[src/rtl/nibmap_pkg.sv]
package nibmap_pkg;
    localparam int unsigned NIB_W   = 4;
    localparam int unsigned BYTE_W  = 8;
    localparam int unsigned BUS_AW  = 16;
    localparam int unsigned REG_NUM = 8;
    localparam int unsigned SEL_W   = $clog2(REG_NUM);
    localparam int unsigned SRAM_AW = NIB_W + 1;

    localparam logic [2:0] WIN_REGION = 3'b101;

    // slot positions inside the nibble register file
    localparam int SLOT_BANK_LO = 0;
    localparam int SLOT_BANK_HI = 1;
    localparam int SLOT_DAT_LO  = 4;
    localparam int SLOT_DAT_HI  = 5;
    localparam int SLOT_CTRL    = 6;
    localparam int SLOT_ADR_LO  = 7;

    // index values seen on the bus
    localparam logic [BYTE_W-1:0] IX_ADR_LO = 8'h07;
    localparam logic [BYTE_W-1:0] IX_STATUS = 8'h0A;
    localparam logic [BYTE_W-1:0] IX_RD_LO  = 8'h0C;
    localparam logic [BYTE_W-1:0] IX_RD_HI  = 8'h0D;

    typedef enum logic [2:0] {
        MODE_STORE = 3'd0,
        MODE_FETCH = 3'd1
    } sram_mode_e;

    localparam logic [BYTE_W-1:0] RD_IDX_PORT = 8'hFF;
    localparam logic [BYTE_W-1:0] RD_STATUS   = 8'hF1;
    localparam logic [BYTE_W-1:0] RD_PAD      = 8'hF0;
endpackage

[src/rtl/nibmap_decode.sv]
module nibmap_decode
    import nibmap_pkg::*;
#(
    parameter int unsigned AW = BUS_AW
) (
    input  logic          we,
    input  logic [AW-1:0] addr,
    output logic          idx_wr,
    output logic          dat_wr
);
    logic in_win;

    always_comb begin
        in_win = (addr[AW-1 -: 3] == WIN_REGION);
        idx_wr = we && in_win && addr[0];
        dat_wr = we && in_win && !addr[0];
    end
endmodule

[src/rtl/nibmap_regfile.sv]
module nibmap_regfile
    import nibmap_pkg::*;
#(
    parameter int unsigned NW   = NIB_W,
    parameter int unsigned IW   = BYTE_W,
    parameter int unsigned NREG = REG_NUM
) (
    input  logic              clk,
    input  logic              rst,
    input  logic              idx_wr,
    input  logic              dat_wr,
    input  logic [IW-1:0]     wdata,
    output logic [IW-1:0]     idx_o,
    output logic [2*NW-1:0]   bank_o,
    output logic [NW-1:0]     ctrl_o,
    output logic [NW:0]       raddr_o,
    output logic              ram_we,
    output logic [NW:0]       ram_waddr,
    output logic [2*NW-1:0]   ram_wdata
);
    localparam int unsigned SW = $clog2(NREG);
    localparam logic [IW-1:0] REG_LIM = IW'(NREG);

    typedef struct packed {
        logic [IW-1:0]          idx;
        logic [NREG-1:0][NW-1:0] slots;
    } rf_state_t;

    rf_state_t st_d, st_q;
    logic      slot_ok;

    always_comb begin
        st_d      = st_q;
        slot_ok   = (st_q.idx < REG_LIM);
        ram_we    = 1'b0;
        if (idx_wr) begin
            st_d.idx = wdata;
        end else if (dat_wr && slot_ok) begin
            st_d.slots[st_q.idx[SW-1:0]] = wdata[NW-1:0];
            if (st_q.idx == IX_ADR_LO &&
                st_q.slots[SLOT_CTRL][NW-1:1] == MODE_STORE) begin
                ram_we = 1'b1;
            end
        end
        ram_waddr = {st_d.slots[SLOT_CTRL][0], st_d.slots[SLOT_ADR_LO]};
        ram_wdata = {st_q.slots[SLOT_DAT_HI], st_q.slots[SLOT_DAT_LO]};
    end

    always_ff @(posedge clk) begin
        if (rst) st_q <= '0;
        else     st_q <= st_d;
    end

    assign idx_o   = st_q.idx;
    assign bank_o  = {st_q.slots[SLOT_BANK_HI], st_q.slots[SLOT_BANK_LO]};
    assign ctrl_o  = st_q.slots[SLOT_CTRL];
    assign raddr_o = {st_q.slots[SLOT_CTRL][0], st_q.slots[SLOT_ADR_LO]};


    idx_load_chk: assert property (@(posedge clk) disable iff (rst)
        idx_wr |=> idx_o == $past(wdata));


    high_index_drop_chk: assert property (@(posedge clk) disable iff (rst)
        (dat_wr && !idx_wr && idx_o >= REG_LIM) |=> $stable(st_q.slots));


    bank_hold_chk: assert property (@(posedge clk) disable iff (rst)
        !(dat_wr && !idx_wr && idx_o <= IW'(1)) |=> $stable(bank_o));
endmodule

[src/rtl/nibmap_sram.sv]
module nibmap_sram
    import nibmap_pkg::*;
#(
    parameter int unsigned AW = SRAM_AW,
    parameter int unsigned DW = BYTE_W
) (
    input  logic          clk,
    input  logic          rst,
    input  logic          we,
    input  logic [AW-1:0] waddr,
    input  logic [DW-1:0] wdata,
    input  logic [AW-1:0] raddr,
    output logic [DW-1:0] rdata
);
    localparam int unsigned DEPTH = 1 << AW;

    logic [DEPTH-1:0][DW-1:0] mem_d, mem_q;

    always_comb begin
        mem_d = mem_q;
        if (we) mem_d[waddr] = wdata;
    end

    always_ff @(posedge clk) begin
        if (rst) mem_q <= '0;
        else     mem_q <= mem_d;
    end

    assign rdata = mem_q[raddr];


    sram_hold_chk: assert property (@(posedge clk) disable iff (rst)
        !we |=> $stable(mem_q));
endmodule

[src/rtl/nibmap_readback.sv]
module nibmap_readback
    import nibmap_pkg::*;
#(
    parameter int unsigned NW = NIB_W,
    parameter int unsigned IW = BYTE_W
) (
    input  logic            odd,
    input  logic [IW-1:0]   idx,
    input  logic [NW-1:0]   ctrl,
    input  logic [2*NW-1:0] ram_byte,
    output logic [IW-1:0]   rdata
);
    logic          fetch_mode;
    logic [NW-1:0] nib;

    always_comb begin
        fetch_mode = (ctrl[NW-1:1] == MODE_FETCH);
        nib        = '0;
        if (odd) begin
            rdata = RD_IDX_PORT;
        end else begin
            unique case (idx)
                IX_RD_LO, IX_RD_HI: begin
                    if (fetch_mode)
                        nib = (idx == IX_RD_HI) ? ram_byte[2*NW-1:NW] : ram_byte[NW-1:0];
                    rdata = RD_PAD | IW'(nib);
                end
                IX_STATUS: rdata = RD_STATUS;
                default:   rdata = RD_STATUS;
            endcase
        end
    end
endmodule

[src/rtl/nibble_mapper.sv]
module nibble_mapper
    import nibmap_pkg::*;
#(
    parameter int unsigned AW = BUS_AW,
    parameter int unsigned DW = BYTE_W,
    parameter int unsigned NW = NIB_W
) (
    input  logic          clk,
    input  logic          rst,
    input  logic          bus_we,
    input  logic [AW-1:0] bus_addr,
    input  logic [DW-1:0] bus_wdata,
    output logic [DW-1:0] bus_rdata,
    output logic [DW-1:0] rom_bank
);
    localparam int unsigned RAW = NW + 1;

    logic            idx_wr, dat_wr;
    logic [DW-1:0]   idx;
    logic [NW-1:0]   ctrl;
    logic [RAW-1:0]  raddr, waddr;
    logic            ram_we;
    logic [2*NW-1:0] ram_wdata, ram_rdata;

    nibmap_decode #(.AW(AW)) u_dec (
        .we(bus_we), .addr(bus_addr), .idx_wr(idx_wr), .dat_wr(dat_wr)
    );

    nibmap_regfile #(.NW(NW), .IW(DW), .NREG(REG_NUM)) u_rf (
        .clk(clk), .rst(rst), .idx_wr(idx_wr), .dat_wr(dat_wr),
        .wdata(bus_wdata), .idx_o(idx), .bank_o(rom_bank), .ctrl_o(ctrl),
        .raddr_o(raddr), .ram_we(ram_we), .ram_waddr(waddr),
        .ram_wdata(ram_wdata)
    );

    nibmap_sram #(.AW(RAW), .DW(2*NW)) u_ram (
        .clk(clk), .rst(rst), .we(ram_we), .waddr(waddr), .wdata(ram_wdata),
        .raddr(raddr), .rdata(ram_rdata)
    );

    nibmap_readback #(.NW(NW), .IW(DW)) u_rb (
        .odd(bus_addr[0]), .idx(idx), .ctrl(ctrl), .ram_byte(ram_rdata),
        .rdata(bus_rdata)
    );


    odd_port_ff_chk: assert property (@(posedge clk) disable iff (rst)
        bus_addr[0] |-> bus_rdata == 8'hFF);


    pad_ones_chk: assert property (@(posedge clk) disable iff (rst)
        bus_rdata[7:4] == 4'hF);


    outside_no_idx_chk: assert property (@(posedge clk) disable iff (rst)
        (bus_addr[15:13] != 3'b101) |=> $stable(idx));
endmodule

[config.mk]
export PLATFORM = sky130hd
export DESIGN_NAME = nibble_mapper
export DESIGN_NICKNAME = d
export VERILOG_FILES = /design/src/rtl/nibmap_pkg.sv /design/src/rtl/nibmap_decode.sv /design/src/rtl/nibmap_regfile.sv /design/src/rtl/nibmap_sram.sv /design/src/rtl/nibmap_readback.sv /design/src/rtl/nibble_mapper.sv
export SDC_FILE = /design/constraint.sdc
export NUM_CORES = 1
export LEC_CHECK = 0
export BUFFER_PORTS_ARGS = -buffer_cell sky130_fd_sc_hd__buf_2
export CAP_MARGIN = 10
export CORE_AREA = 2 2 109 217
export CTS_CLUSTER_SIZE = 40
export DETAILED_ROUTE_END_ITERATION = 7
export DIE_AREA = 0 0 111 219
export PLACE_DENSITY = 0.79
export SETUP_SLACK_MARGIN = 0.15
export SYNTH_ARGS = -nofsm -noshare
export SYNTH_HDL_FRONTEND = slang
export SYNTH_SLANG_ARGS = --single-unit
export TNS_END_PERCENT = 30
[constraint.sdc]
create_clock -name clk -period 3 [get_ports clk]
set_input_delay 0.3 -clock clk [delete_from_list [all_inputs] [get_ports clk]]
set_output_delay 0.3 -clock clk [all_outputs]
set_load 0.05 [all_outputs]
==> summary.txt <==
Clock tree
  – Worst-case clock buffer depth: 3
  – H-Tree Depth: 1
  – CTS buffer count: 25
  – Clock sinks: 288
  – CTS tree: built
  – Clock Pin Slew Worst Setup and Hold Paths: 0.07 ns
  – Root buf cell: clkbuf_16
  – Clk Latency, worst-skew pair: 0.53 ns

Setup path
  – Crit path buffers/inverters: 3
  – Crit path largest cell delay: 0.48 ns
  – Worst R2R End: u_ram.mem_q[19]
  – CP required: 2.70 ns
  – Crit. Startpoint: u_rf.raddr_o[0]
  – Crit Path Max Fanout: 8
  – Crit path DAT: 2.78 ns
  – Crit Path Class: reg2out
  – Register-to-register setup slack: around 0.32 ns
  – Reg2reg start: u_rf.idx_o[4]
  – CP endpoint: bus_rdata[0]
  – Crit path launch type: register
  – Slowest cell on the critical path: mux4_2
  – CP Capture Type: output pin
  – CP Cell Sequence: buf_8 > buf_4 > mux4_2 > nand2b_1 > a22oi_2 > o2111ai_2 > a311o_1 > buf_6
  – Crit path max-delay family: compound AO/OA/AOI/OAI gates
  – R2R depth: 6
  – Crit. path cell count: 8

Yosys
  – Sequential area share after synthesis: 0.417
  – Cell count after synthesis: 1286
  – Top post-synthesis cells by area: dfxtp_1 (42%), mux2i_1 (22%), nand2b_1 (11%)
  – Multiplexer area fraction after synthesis: 0.294
  – Top cell type by total area after synthesis: dfxtp_1
  – Async SR Flop Fraction: 0
  – Count of cell types in the netlist: 69
  – Mapped cell area: 13800 um2
  – Synthesized flop and latch total: 288
  – Synth Area in Compound Gates: 0.0429
  – Adder-cell share of the synthesized area: 0
  – Largest family of logic cells by synthesized area: multiplexers
  – Yosys top cell area share: 0.417
  – Simple-Gate Fraction of Synth Area: 0.205
  – XOR/XNOR share of the synthesized area: 0
  – Yosys Warn Count: 0
  – Top FF cell, synth: dfxtp_1
  – Number of synthesized flops with an enable pin: 0
  – Syn_area_per_cell: 10.8 um2

Floorplanning
  – Initial Utilization: 0.614
  – Ports: 43
  – Die Span Y: 219 um
  – Die width: 111 um
  – FP Rows: 78
  – Die area: 24300 um2
  – Core area: around 23000 um2

Timing
  – RSZ-0062 raised after global routing: true
  – Final hold violations: 0
  – Setup violators final: 4
  – Fmax: 325 MHz
  – Max_slew headroom: 0.467
  – Final period util: 1.03
  – Total negative slack: -0.157 ns
  – Fin crit period: around 3 ns
  – Worst Clk Skew: 0.00901 ns
  – Slew @ Worst Pin: 0.800 ns
  – Hold Slack: 0.0224 ns
  – Slew Limit Fails: 0
  – PnR worst setup slack: -0.0778 ns

GRT
  – Grt total ovfl: 0
  – First-pass GRT wire length: 54700 um
  – Initial antenna violation count: 0
  – Gr usage total: 0.287
  – Vias in the first global route: 9791
  – Largest net degree at the start of global routing: 208

Route
  – DR iter-0 viols: about 670
  – DRC viols: 0
  – Number of vias per cell: about 6.1
  – TritonRoute pass-1 iters: 5
  – DRT antenna net count: 0
  – Post-Route WL: 35300 um
  – Vias: 9688
  – Avg WL per Cell: 22.3 um

Status
  – Failing checks: setup timing
  – Status: complete, but fails checks

Placement
  – Port buffer count: 26
  – GPL Wtd Cong: between 0.9 and 1
  – Estimated wirelength of the detail-placed design: 23000 um
  – DP Area: 14100 um2

Finish
  – Diode count: 0
  – Layout cells sized above 1: 0.199
  – Post-route cell area: 15400 um2
  – Nets@finish: around 1.3k
  – Area growth syn-to-layout: 11.5%

Min path
  – Hold/Removal Path Class: in2reg

Pwr
  – VDD IR max: 655 uV
  – Leakage power: a little under 0.007 uW
  – Pwr dens: 481 nW/um2

Run
  – Number of max-cap violations: 0
-- kinds of logic after synthesis --
family                 after synthesis
and+or+nand+nor                    454
muxes                              349
DFF                                288
buffers and inverters              113
AOI/OAI and AO/OA                   81
other                                1
-- cells in the mapped netlist (5+ instances only) --
| master | number |
|---|---|
| clkbuf_1 | 69 |
| buf_4 | 8 |
| mux2_2 | 5 |
| buf_2 | 20 |
| nand2b_1 | 251 |
| a21oi_1 | 24 |
| nor2_1 | 32 |
| dfxtp_1 | 288 |
| nor2b_1 | 8 |
| nand2_2 | 11 |
| or2b_1 | 8 |
| nand2_1 | 42 |
| nand3_2 | 8 |
| o21ai_0 | 6 |
| nand4_1 | 6 |
| and2_1 | 7 |
| or2b_2 | 8 |
| nand3b_1 | 7 |
| dlygate4sd3_1 | 8 |
| nor3_1 | 7 |
| mux4_2 | 45 |
| nand2_4 | 5 |
| mux2i_1 | 299 |
| a22oi_1 | 17 |
| o211ai_1 | 6 |
| nand3_1 | 29 |
-- layout by cell type, fill, tap and decap left out, types with 3 or more instances in the layout --
master / instances
mux2i_1: 294
dfxtp_1: 285
nand2b_1: 250
mux4_2: 45
buf_4: 41
nand2_1: 40
nor2_1: 32
nand3_1: 27
clkbuf_16: 26
a21oi_1: 24
buf_2: 21
nand2_2: 13
nand3_2: 10
a22oi_2: 10
a22oi_1: 9
or2b_2: 8
or2b_1: 8
clkbuf_8: 8
buf_6: 8
buf_12: 8
nor2b_1: 7
and2_1: 7
nor3_1: 7
nand3b_1: 7
clkinv_2: 7
o211ai_1: 6
nand4_1: 6
nand2_4: 5
a211oi_1: 4
mux2i_2: 4
o21ai_0: 4
mux2_2: 4
conb_1: 4
nand4b_1: 3
o21ai_2: 3
and4b_1: 3
buf_16: 3
-- layer usage --
layer	track usage	part of all wire
met1	0.310	0.36
met2	0.527	0.53
met3	0.0301	0.036
met4	0.193	0.072
met5	0	0
-- how the worst min path moves through the flow --
stage	end	start	slack, ns	depth (start not counted)
final	u_rf.idx_o[7]	bus_wdata[7]	0.02	3
after global routing	u_rf.idx_o[5]	bus_wdata[5]	0.02	3
after CTS	u_rf.idx_o[7]	bus_wdata[7]	0.009	3
after detailed placement	u_rf.ram_wdata[2]	u_rf.ram_wdata[2]	0.44	2
after global placement	u_rf.ram_wdata[1]	u_rf.ram_wdata[1]	0.44	2
after floorplan	u_rf.ram_wdata[0]	u_rf.ram_wdata[0]	0.43	2
-- flip-flops by register name, summed over array words and instances, names as in the netlist --
name            cells
u_rf.ctrl_o         4
u_rf.bank_o         8
u_rf.idx_o          8
u_rf.raddr_o        4
u_ram.mem_q       256
u_rf.ram_wdata      8
-- worst reg2reg max path, stage by stage (launching register included) --
cell,delay [ns]
dfxtp_1,0.34
nor4_4,0.44
and4_2,0.49
nand2_4,0.15
nor4b_4,0.51
nand3b_2,0.39
mux2i_1,0.21
-- stage by stage --
step / total power (uW) / util / std cells / setup slack, ns
6_report: 7410 / 0.684 / 1585 / -0.0778
5_1_grt: 7610 / 0.684 / 1585 / -0.154
4_1_cts: 7460 / 0.682 / 1585 / -0.0559
3_5_place_dp: 4070 / 0.627 / 1519 / 0.151
3_3_place_gp: 4070 / 0.627 / 1519 / 0.203
2_1_floorplan: 4040 / - / 1289 / 0.429
-- report_power, final --
part	leakage, uW	internal [uW]	switching (uW)	total [uW]
logic	0.00409	71.2	96.9	168
clock network	0.000444	1960	1460	3420
registers	0.00232	3820	2.41	3820
-- final cells by class --
class,instances,area [um2]
Clock buffer,34,761
Clock inverter,11,115
Fill cell,1698,7120
Inverter,1,3.75
Multi-Input combinational cell,888,7620
Sequential cell,288,5770
Tap cell,280,350
Timing Repair Buffer,83,793
-- what timing repair did --
item                                    in CTS  in global routing
hold buffers                                 0                  0
setup buffers                               19                  0
pin swaps                                    8                  3
gates resized for setup                     37                  9
endpoints found under the setup margin       4                 48
cloned                                       2                  0
endpoints found under the hold margin        0                  0
No activity file was read; power rests on OpenSTA's default activity.
